[config.mk]
export PLATFORM = sky130hd
export DESIGN_NAME = frfcfs_bank_selector
export DESIGN_NICKNAME = d
export VERILOG_FILES = /design/src/rtl/frq_pkg.sv /design/src/rtl/frq_bank_queue.sv /design/src/rtl/frq_pick.sv /design/src/rtl/frfcfs_bank_selector.sv
export SDC_FILE = /design/constraint.sdc
export NUM_CORES = 1
export LEC_CHECK = 0
export BUFFER_PORTS_ARGS = -buffer_cell sky130_fd_sc_hd__buf_4
export CAP_MARGIN = 5
export CORE_AREA = 2 2 169 237
export DETAILED_ROUTE_END_ITERATION = 8
export DIE_AREA = 0 0 171 239
export PLACE_DENSITY = 0.59
export SLEW_MARGIN = 5
export SYNTH_ARGS = -nofsm -noshare
export SYNTH_HDL_FRONTEND = slang
export SYNTH_SLANG_ARGS = --single-unit
export TNS_END_PERCENT = 5
[constraint.sdc]
create_clock -name clk -period 16.3 [get_ports clk]
set_input_delay 3.26 -clock clk [delete_from_list [all_inputs] [get_ports clk]]
set_output_delay 3.26 -clock clk [all_outputs]
set_load 0.02 [all_outputs]
[src/rtl/frq_pkg.sv]
package frq_pkg;
  // Width of a counter that must hold values 0..n inclusive.
  function automatic int unsigned cnt_width(input int unsigned n);
    return (n < 1) ? 1 : $clog2(n + 1);
  endfunction
endpackage

[src/rtl/frq_bank_queue.sv]
module frq_bank_queue
  import frq_pkg::*;
#(
  parameter int DEPTH   = 4,
  parameter int ROW_W   = 8,
  parameter int TAG_W   = 6,
  parameter int BANK_W  = 2,
  parameter int BANK_ID = 0,
  localparam int CNT_W  = cnt_width(DEPTH)
) (
  input  logic              clk,
  input  logic              rst,
  input  logic              enq_valid,
  input  logic [BANK_W-1:0] enq_bank,
  input  logic [ROW_W-1:0]  enq_row,
  input  logic [TAG_W-1:0]  enq_tag,
  input  logic              rem_valid,
  input  logic [TAG_W-1:0]  rem_tag,
  output logic [ROW_W-1:0]  q_rows [DEPTH],
  output logic [TAG_W-1:0]  q_tags [DEPTH],
  output logic [CNT_W-1:0]  q_cnt,
  output logic              q_full
);
  logic [DEPTH-1:0] tag_hit;
  logic [CNT_W-1:0] first_idx;
  logic             rem_hit;
  logic             push;
  logic [CNT_W-1:0] cnt_after;

  assign q_full = (q_cnt == CNT_W'(DEPTH));

  always_comb begin
    for (int i = 0; i < DEPTH; i++)
      tag_hit[i] = rem_valid && (CNT_W'(i) < q_cnt) && (q_tags[i] == rem_tag);
  end

  // Oldest matching slot wins: scan from the tail down to the head.
  always_comb begin
    first_idx = '0;
    for (int i = DEPTH - 1; i >= 0; i--)
      if (tag_hit[i]) first_idx = CNT_W'(i);
  end

  assign rem_hit   = |tag_hit;
  assign push      = enq_valid && (enq_bank == BANK_W'(BANK_ID)) && !q_full;
  assign cnt_after = q_cnt - CNT_W'(rem_hit);

  always_ff @(posedge clk) begin
    if (rst) begin
      q_cnt <= '0;
    end else begin
      // Close the gap left by the removed entry.
      for (int i = 0; i < DEPTH - 1; i++) begin
        if (rem_hit && CNT_W'(i) >= first_idx) begin
          q_rows[i] <= q_rows[i+1];
          q_tags[i] <= q_tags[i+1];
        end
      end
      // Append after the removal has been applied.
      for (int i = 0; i < DEPTH; i++) begin
        if (push && cnt_after == CNT_W'(i)) begin
          q_rows[i] <= enq_row;
          q_tags[i] <= enq_tag;
        end
      end
      q_cnt <= cnt_after + CNT_W'(push);
    end
  end

  assert_no_overflow_R8: assert property (@(posedge clk) disable iff (rst)
    q_cnt <= CNT_W'(DEPTH));

  assert_miss_keeps_count_R9: assert property (@(posedge clk) disable iff (rst)
    (rem_valid && !rem_hit && !push) |=> $stable(q_cnt));

  assert_push_grows_R1: assert property (@(posedge clk) disable iff (rst)
    (push && !rem_hit) |=> (q_cnt == $past(q_cnt) + CNT_W'(1)));

  assert_full_refused_R11: assert property (@(posedge clk) disable iff (rst)
    (q_full && !rem_hit) |=> (q_cnt == CNT_W'(DEPTH)));
endmodule

[src/rtl/frq_pick.sv]
module frq_pick
  import frq_pkg::*;
#(
  parameter int DEPTH  = 4,
  parameter int ROW_W  = 8,
  parameter int TAG_W  = 6,
  localparam int CNT_W = cnt_width(DEPTH)
) (
  input  logic [ROW_W-1:0] rows [DEPTH],
  input  logic [TAG_W-1:0] tags [DEPTH],
  input  logic [CNT_W-1:0] cnt,
  input  logic             active,
  input  logic [ROW_W-1:0] open_row,
  output logic             sel_valid,
  output logic [TAG_W-1:0] sel_tag,
  output logic             further_hit,
  output logic             further_req
);
  logic [DEPTH-1:0] row_match;
  logic [TAG_W-1:0] hit_tag;

  always_comb begin
    for (int i = 0; i < DEPTH; i++)
      row_match[i] = (CNT_W'(i) < cnt) && (rows[i] == open_row);
  end

  // Oldest entry on the open row.
  always_comb begin
    hit_tag = tags[0];
    for (int i = DEPTH - 1; i >= 0; i--)
      if (row_match[i]) hit_tag = tags[i];
  end

  assign sel_valid   = (cnt != '0);
  assign sel_tag     = (active && |row_match) ? hit_tag : tags[0];
  assign further_req = (cnt >= CNT_W'(2));
  assign further_hit = ($countones(row_match) >= 2);
endmodule

[src/rtl/frfcfs_bank_selector.sv]
module frfcfs_bank_selector
  import frq_pkg::*;
#(
  parameter int NUM_BANKS = 4,
  parameter int DEPTH     = 4,
  parameter int ROW_W     = 8,
  parameter int TAG_W     = 6,
  localparam int BANK_W   = (NUM_BANKS < 2) ? 1 : $clog2(NUM_BANKS),
  localparam int CNT_W    = cnt_width(DEPTH)
) (
  input  logic              clk,
  input  logic              rst,
  input  logic              enq_valid,
  input  logic [BANK_W-1:0] enq_bank,
  input  logic [ROW_W-1:0]  enq_row,
  input  logic [TAG_W-1:0]  enq_tag,
  output logic              enq_error,
  input  logic              rem_valid,
  input  logic [TAG_W-1:0]  rem_tag,
  input  logic [BANK_W-1:0] qry_bank,
  input  logic              qry_active,
  input  logic [ROW_W-1:0]  qry_open_row,
  output logic              sel_valid,
  output logic [TAG_W-1:0]  sel_tag,
  output logic              further_hit,
  output logic              further_req
);
  logic [ROW_W-1:0]     all_rows [NUM_BANKS][DEPTH];
  logic [TAG_W-1:0]     all_tags [NUM_BANKS][DEPTH];
  logic [CNT_W-1:0]     all_cnt  [NUM_BANKS];
  logic [NUM_BANKS-1:0] all_full;

  for (genvar g = 0; g < NUM_BANKS; g++) begin : g_bank
    frq_bank_queue #(
      .DEPTH(DEPTH), .ROW_W(ROW_W), .TAG_W(TAG_W),
      .BANK_W(BANK_W), .BANK_ID(g)
    ) i_queue (
      .clk(clk), .rst(rst),
      .enq_valid(enq_valid), .enq_bank(enq_bank),
      .enq_row(enq_row), .enq_tag(enq_tag),
      .rem_valid(rem_valid), .rem_tag(rem_tag),
      .q_rows(all_rows[g]), .q_tags(all_tags[g]),
      .q_cnt(all_cnt[g]), .q_full(all_full[g])
    );
  end

  frq_pick #(.DEPTH(DEPTH), .ROW_W(ROW_W), .TAG_W(TAG_W)) i_pick (
    .rows(all_rows[qry_bank]), .tags(all_tags[qry_bank]),
    .cnt(all_cnt[qry_bank]), .active(qry_active), .open_row(qry_open_row),
    .sel_valid(sel_valid), .sel_tag(sel_tag),
    .further_hit(further_hit), .further_req(further_req)
  );

  always_ff @(posedge clk) begin
    if (rst) enq_error <= 1'b0;
    else     enq_error <= enq_valid && all_full[enq_bank];
  end

  assert_full_flags_error_R8: assert property (@(posedge clk) disable iff (rst)
    (enq_valid && all_full[enq_bank]) |=> enq_error);

  assert_empty_idle_R2: assert property (@(posedge clk) disable iff (rst)
    (all_cnt[qry_bank] == '0) |-> (!sel_valid && !further_req && !further_hit));

  assert_more_needs_valid_R6: assert property (@(posedge clk) disable iff (rst)
    further_req |-> sel_valid);

  assert_hit_needs_more_R7: assert property (@(posedge clk) disable iff (rst)
    further_hit |-> further_req);
endmodule

==> impl_metrics.toml, run 1 <==
[status]
outcome = "finished, final reports clean"

[sta]
fin_setup_tns_ps = 0
hold_violations = 0
setup_violations = 0
holdWs_ps = 533.5
fin_worst_skew_ps = 26.91
rsz0062_at_grt = "no"
drv_slew = 0
max_clock_freq_ghz = 0.09151
period_share_pct = 67.05
tightest_slew_ps = 1111
max_slew_margin_pct = 25.66
period_needed_ps = 10930

[setup_path]
setup.worst_path.start_class = "primary input"
critPathTopFamily = "simple AND/OR/NAND/NOR gates"
path_buf_inv = 3
cp.arrival_ps = 7670
worstPathRequired_ps = 13040
critical_path.cell_chain = "buf_4, buf_4, mux4_2, xnor2_1, nand2_1, nor4bb_1, nand2_1, nor3_1, ha_1, and2_1, fa_1, or2_2, buf_4"
path_common_cell = "buf_4"
end_kind = "output pin"
worstSetupPathType = "primary input to output pin"
critPathMaxStageDelay_ps = 670
critPathMaxFanout = 37
cpMaxStageDelayCell = "buf_4"

[drt]
drc_errors = 0
wl_um = 41840
vias = 8252
wl_per_cell_um = 27.26
drtIter0Drc = 729
via_per_inst = 5.376
antenna_left = 0
drt_first_pass_iters = 5

[job]
maxCapViolCount = 0

[global_routing]
use_met1_pct = 20.40
grt_overflow_total = 0
grtUsageMet3_pct = 2.351
top_usage_layer = "met2"
use_met2_pct = 39.89
grt_start_max_net_pins = 44
grt_pass1_vias = 8790
antenna_found_initial = 0
grt_pass1_wl_um = 59490
groute.usage.overall_pct = 20.77

[synth]
ys_ff_latch = 237
synth.largest_area_cell = "edfxtp_1"
synth_edf_count = 224
syn_area_sq_um = 13350
synthArstFlopShare_pct = 0
synthTopCellsByArea = "edfxtp_1 (50%), mux2_2 (13%), mux4_2 (8.8%), xnor2_1 (5.0%), xor2_1 (3.8%)"
syn_nets = 1016
syn_area_per_cell_sq_um = 13.93
yosys_warnings = 0
synthCells = 958
ys_seq_area_share_pct = 52.34
synth_flop_cell = "edfxtp_1"
yosys.area.top_type_share_pct = 50.39
synth_cell_types = 55

[power_and_ir_drop]
power.density_nw_per_um2 = 87.70
peakVddDrop_uv = 67.00
p_leak_uw = 0.005157

[die]
pin_count = 47
start_util_pct = 34.27
die_h_um = 239
fp.dieW_um = 171
rows = 86
core_sq_um = 38950
die-area_sq_um = 40870

[cells_and_area]
regArea_sq_um = 6987
fin_nets = 1048
drive_above_1_share_pct = 33.96
multi_input_area_sq_um = 6022
fill_cells = 3751
n_antenna_cell = 0
synthToLayoutAreaGrowth_pct = 12.87

[clock_network]
cts_buffers = 23
cts_root_buf = "clkbuf_16"
cts_resized = 0
worstSkewPairLatency_ps = 540
hold_buffers = 0
clk_path_buf_depth = 3
clkTransAtPathRegs_ps = 60
htreeDepth = 1
numClockSinks = 237
cts_tree = "built"
post_cts_buffers = 0

[placed_design]
place_hpwl_um = 29170
port_buffers = 46
gp_congestion = 0.9061

[min_path]
hold_class = "register to register"
-- placed cells by master, fill, tap and decap left out, drive strengths merged, types with 3 or more instances in the layout --
cell,instances
nand3,19
mux2i,14
inv,25
mux2,154
o211ai,4
o21ai,10
a21oi,8
o2111ai,3
a31o,3
nor4b,4
nand2,60
a31oi,8
dfxtp,13
nor3,19
buf,77
and2,4
nor4,11
nor2b,9
clkbuf,29
nor2,27
o311ai,3
xor2,58
a21boi,8
nand4,13
edfxtp,224
and3,10
clkinv,9
mux4,55
xnor2,76
ha,20
nand2b,8
-- sequential cells by signal, indices dropped and copies added, names as in the netlist --
signal	count
g_bank.i_queue.q_cnt	12
g_bank.i_queue.q_tags	96
g_bank.i_queue.q_rows	128
enq_error	1
-- cell families after synthesis --
family                     share of synthesized area, %
DFF                                               52.34
muxes                                             23.40
and+or+nand+nor                                   7.339
xor gates and xnor gates                          8.792
buffers and inverters                             3.130
AOI/OAI and AO/OA                                 2.971
adders and majority gates                         2.025
-- worst min-delay path: cells and delay by family (launching register included) --
kind,cells,cell delay (ps)
simple gates,2,100
flops,1,350
-- layer usage --
layer	routed length, um	vias to the layer above
li1	-	3676
met1	13360	4113
met2	23240	342
met3	2017	121
met4	3224	0
met5	0	-
-- cell usage after synthesis (4+ instances only) --
cell and instances:
edfxtp_1 224, mux2_2 154, xnor2_1 76, nand2_1 60, xor2_1 58, mux4_2 52, clkbuf_1 48, nor2_1 27
inv_1 24, ha_1 20, nand3_1 19, nor3_1 18, mux2i_1 14, dfxtp_1 13, nand4_1 13, and3_1 10
nor4_1 10, o21ai_0 10, buf_4 9, nor2b_1 9, a21oi_1 8, a31oi_1 8, nand2b_1 8, buf_2 7
a21boi_0 6, and2_1 4, o211ai_1 4
-- layout make-up --
class	instances	share of cell area, %
clock buffer	29	4.036
clock inverter	13	0.8055
multi-input combinational	627	39.97
inverter	24	0.5979
timing repair buffer	77	3.837
tap	528	4.385
sequential	237	46.37
-- path summary, 6_finish.rpt --
check / start / end / slack (ps) / depth (start not counted)
worst min-delay path: g_bank[1].i_queue.q_rows[18]$_DFFE_PP_ / g_bank[1].i_queue.q_rows[26]$_DFFE_PP_ / 530 / 2
worst max register to register: g_bank[0].i_queue.q_cnt[2]$_SDFF_PP0_ / g_bank[0].i_queue.q_rows[15]$_DFFE_PP_ / 11560 / 16
worst max-delay path: qry_bank[0] / further_hit / 5370 / 13
worst min register to register: g_bank[1].i_queue.q_rows[18]$_DFFE_PP_ / g_bank[1].i_queue.q_rows[26]$_DFFE_PP_ / 530 / 2
-- power breakdown --
group / total, uW / switching, uW / leakage (uW) / internal [uW]
clock: 535 / 238 / 0.000358 / 297
combinational: 118 / 70.2 / 0.00268 / 47.4
sequential: 669 / 3.47 / 0.00212 / 665
-- through the flow --
stage / util (%) / setup WS, ps / total power [uW] / instance area (sq um) / cells
after floorplan: - / 6983 / 756.7 / 13350 / 958
after global placement: 36.79 / 5404 / 798.5 / 14330 / 1493
after detailed placement: 36.79 / 5414 / 799.4 / 14330 / 1493
after CTS: 38.66 / 5412 / 1331 / 15060 / 1535
after global routing: 38.68 / 5159 / 1358 / 15070 / 1535
final: 38.68 / 5372 / 1321 / 15070 / 1535
Power figures use the tool's default switching activity.
==> inputs of run 2 (changes only) <==
--- a/config.mk
+++ b/config.mk
@@ -10,7 +10,7 @@
 export CORE_AREA = 2 2 169 237
 export DETAILED_ROUTE_END_ITERATION = 8
 export DIE_AREA = 0 0 171 239
-export PLACE_DENSITY = 0.59
+export PLACE_DENSITY = 0.61
 export SLEW_MARGIN = 5
 export SYNTH_ARGS = -nofsm -noshare
 export SYNTH_HDL_FRONTEND = slang
==> constraint.sdc (replaced) <==
create_clock -name clk -period 8.8 [get_ports clk]
set_input_delay 1.76 -clock clk [delete_from_list [all_inputs] [get_ports clk]]
set_output_delay 1.76 -clock clk [all_outputs]
set_load 0.02 [all_outputs]
==> impl_metrics.toml, run 2 (same netlist as run 1, synthesis figures left out) <==
[placed_design]
place_hpwl_um = 28690
port_buffers = 46
gp_congestion = 0.8921
place_area_sq_um = 14330

[setup_path]
critPathMaxFanout = 51
worstSetupPathType = "primary input to output pin"
setup.worst_path.start_class = "primary input"
worstPathRequired_ps = 7040
cp.arrival_ps = 5800
end_kind = "output pin"

[global_routing]
top_usage_layer = "met2"
grt_pass1_vias = 8762
groute.usage.overall_pct = 20.23
grtUsageMet3_pct = 2.036
use_met2_pct = 36.13
grt_pass1_wl_um = 58060
grt_start_max_net_pins = 52
use_met1_pct = 21.02
antenna_found_initial = 0
grt_overflow_total = 0

[drt]
drt_first_pass_iters = 5
vias = 8209
wl_um = 40990
drtIter0Drc = 711
drc_errors = 0
antenna_left = 0
via_per_inst = 5.355
wl_per_cell_um = 26.74

[cells_and_area]
reg_top3 = "g_bank.i_queue.q_rows (128), g_bank.i_queue.q_tags (96), g_bank.i_queue.q_cnt (12)"
regMostFlops = "g_bank.i_queue.q_rows"
fin_nets = 1047
largest_reg_flops = 128
final_area_sq_um = 15050
regArea_sq_um = 6987
multi_input_area_sq_um = 6022
synthToLayoutAreaGrowth_pct = 12.73
fill_cells = 3682
layout_commonest_cell = "edfxtp_1"
n_antenna_cell = 0
layout_common_cells = "edfxtp_1 (224), mux2_2 (154), xnor2_1 (76), buf_4 (76), nand2_1 (60)"
drive_above_1_share_pct = 33.73

[clock_network]
cts_root_buf = "clkbuf_16"
cts_tree = "built"
clk_path_buf_depth = 3
cts_buffers = 23
hold_buffers = 0
clkTransAtPathRegs_ps = 60
htreeDepth = 1
post_cts_buffers = 0
numClockSinks = 237
cts_resized = 0
worstSkewPairLatency_ps = 530

[sta]
fin_setup_tns_ps = 0
tightest_slew_ps = 1279
max_clock_freq_ghz = 0.1324
max_slew_margin_pct = 14.01
hold_violations = 0
holdWs_ps = 550.2
fin_worst_skew_ps = 9.802
period_share_pct = 85.85
setup_violations = 0
drv_slew = 0
period_needed_ps = 7555
rsz0062_at_grt = "no"

[power_and_ir_drop]
switchingPower_uw = 565.7
switching_share_pct = 23.25
clkPwrFrac_pct = 40.2
p_leak_uw = 0.005139
pwr-share-seq_pct = 50.9
peakVddDrop_uv = 109.3
comb_power_share_pct = 8.9
p_int_uw = 1868
power.density_nw_per_um2 = 161.7

[die]
rows = 86
die_h_um = 239
core_sq_um = 38950
fp.dieW_um = 171
pin_count = 47
die-area_sq_um = 40870
start_util_pct = 34.27

[job]
maxCapViolCount = 0

[min_path]
hold_class = "register to register"

[status]
outcome = "finished, final reports clean"
## run 2: final timing paths
path | from | end | slack (ps) | cells past startpoint
setup / recovery | qry_bank[0] | further_hit | 1250 | 10
hold / removal | g_bank[1].i_queue.q_rows[17]$_DFFE_PP_ | g_bank[1].i_queue.q_rows[25]$_DFFE_PP_ | 550 | 2
hold reg to reg | g_bank[1].i_queue.q_rows[17]$_DFFE_PP_ | g_bank[1].i_queue.q_rows[25]$_DFFE_PP_ | 550 | 2
setup reg to reg | g_bank[1].i_queue.q_tags[21]$_DFFE_PP_ | g_bank[1].i_queue.q_rows[13]$_DFFE_PP_ | 3910 | 16
## run 2: final cells by class
cell class / count / area share [%]
Multi-Input combinational cell: 627 / 40.02
Timing Repair Buffer: 76 / 3.791
Sequential cell: 237 / 46.43
Clock buffer: 29 / 4.041
Inverter: 24 / 0.5987
Clock inverter: 12 / 0.7317
Tap cell: 528 / 4.390
## run 2: critical path, stage by stage
cell and delay [ps]:
buf_4 700, mux4_2 610, xnor2_1 310, nand4_1 160, nor3_2 820, ha_1 380
and2_1 150, fa_1 420, or2_2 300, buf_4 160
## run 2: power by group through the flow
stage	logic (uW)	clock network, uW	registers, uW
6_report	217	978	1240
4_1_cts	217	991	1240
3_3_place_gp	215	0	1260
2_1_floorplan	142	0	1260
5_1_grt	230	1020	1240
3_5_place_dp	216	0	1260
## run 2: stage by stage
step | instances | setup slack (ps) | util, % | power (uW)
after floorplan | 958 | 2483 | - | 1402
after detailed placement | 1492 | 1206 | 36.79 | 1480
after global placement | 1492 | 1259 | 36.79 | 1478
after global routing | 1533 | 1006 | 38.63 | 2493
final | 1533 | 1245 | 38.63 | 2434
after CTS | 1533 | 1195 | 38.63 | 2447
## run 2: routing by layer
| metal | part of all wire (%) | routed length, um |
|---|---|---|
| met4 | 9.7 | 3978 |
| met2 | 52 | 21250 |
| met3 | 4.3 | 1751 |
| met1 | 34 | 14020 |
| met5 | 0 | 0 |
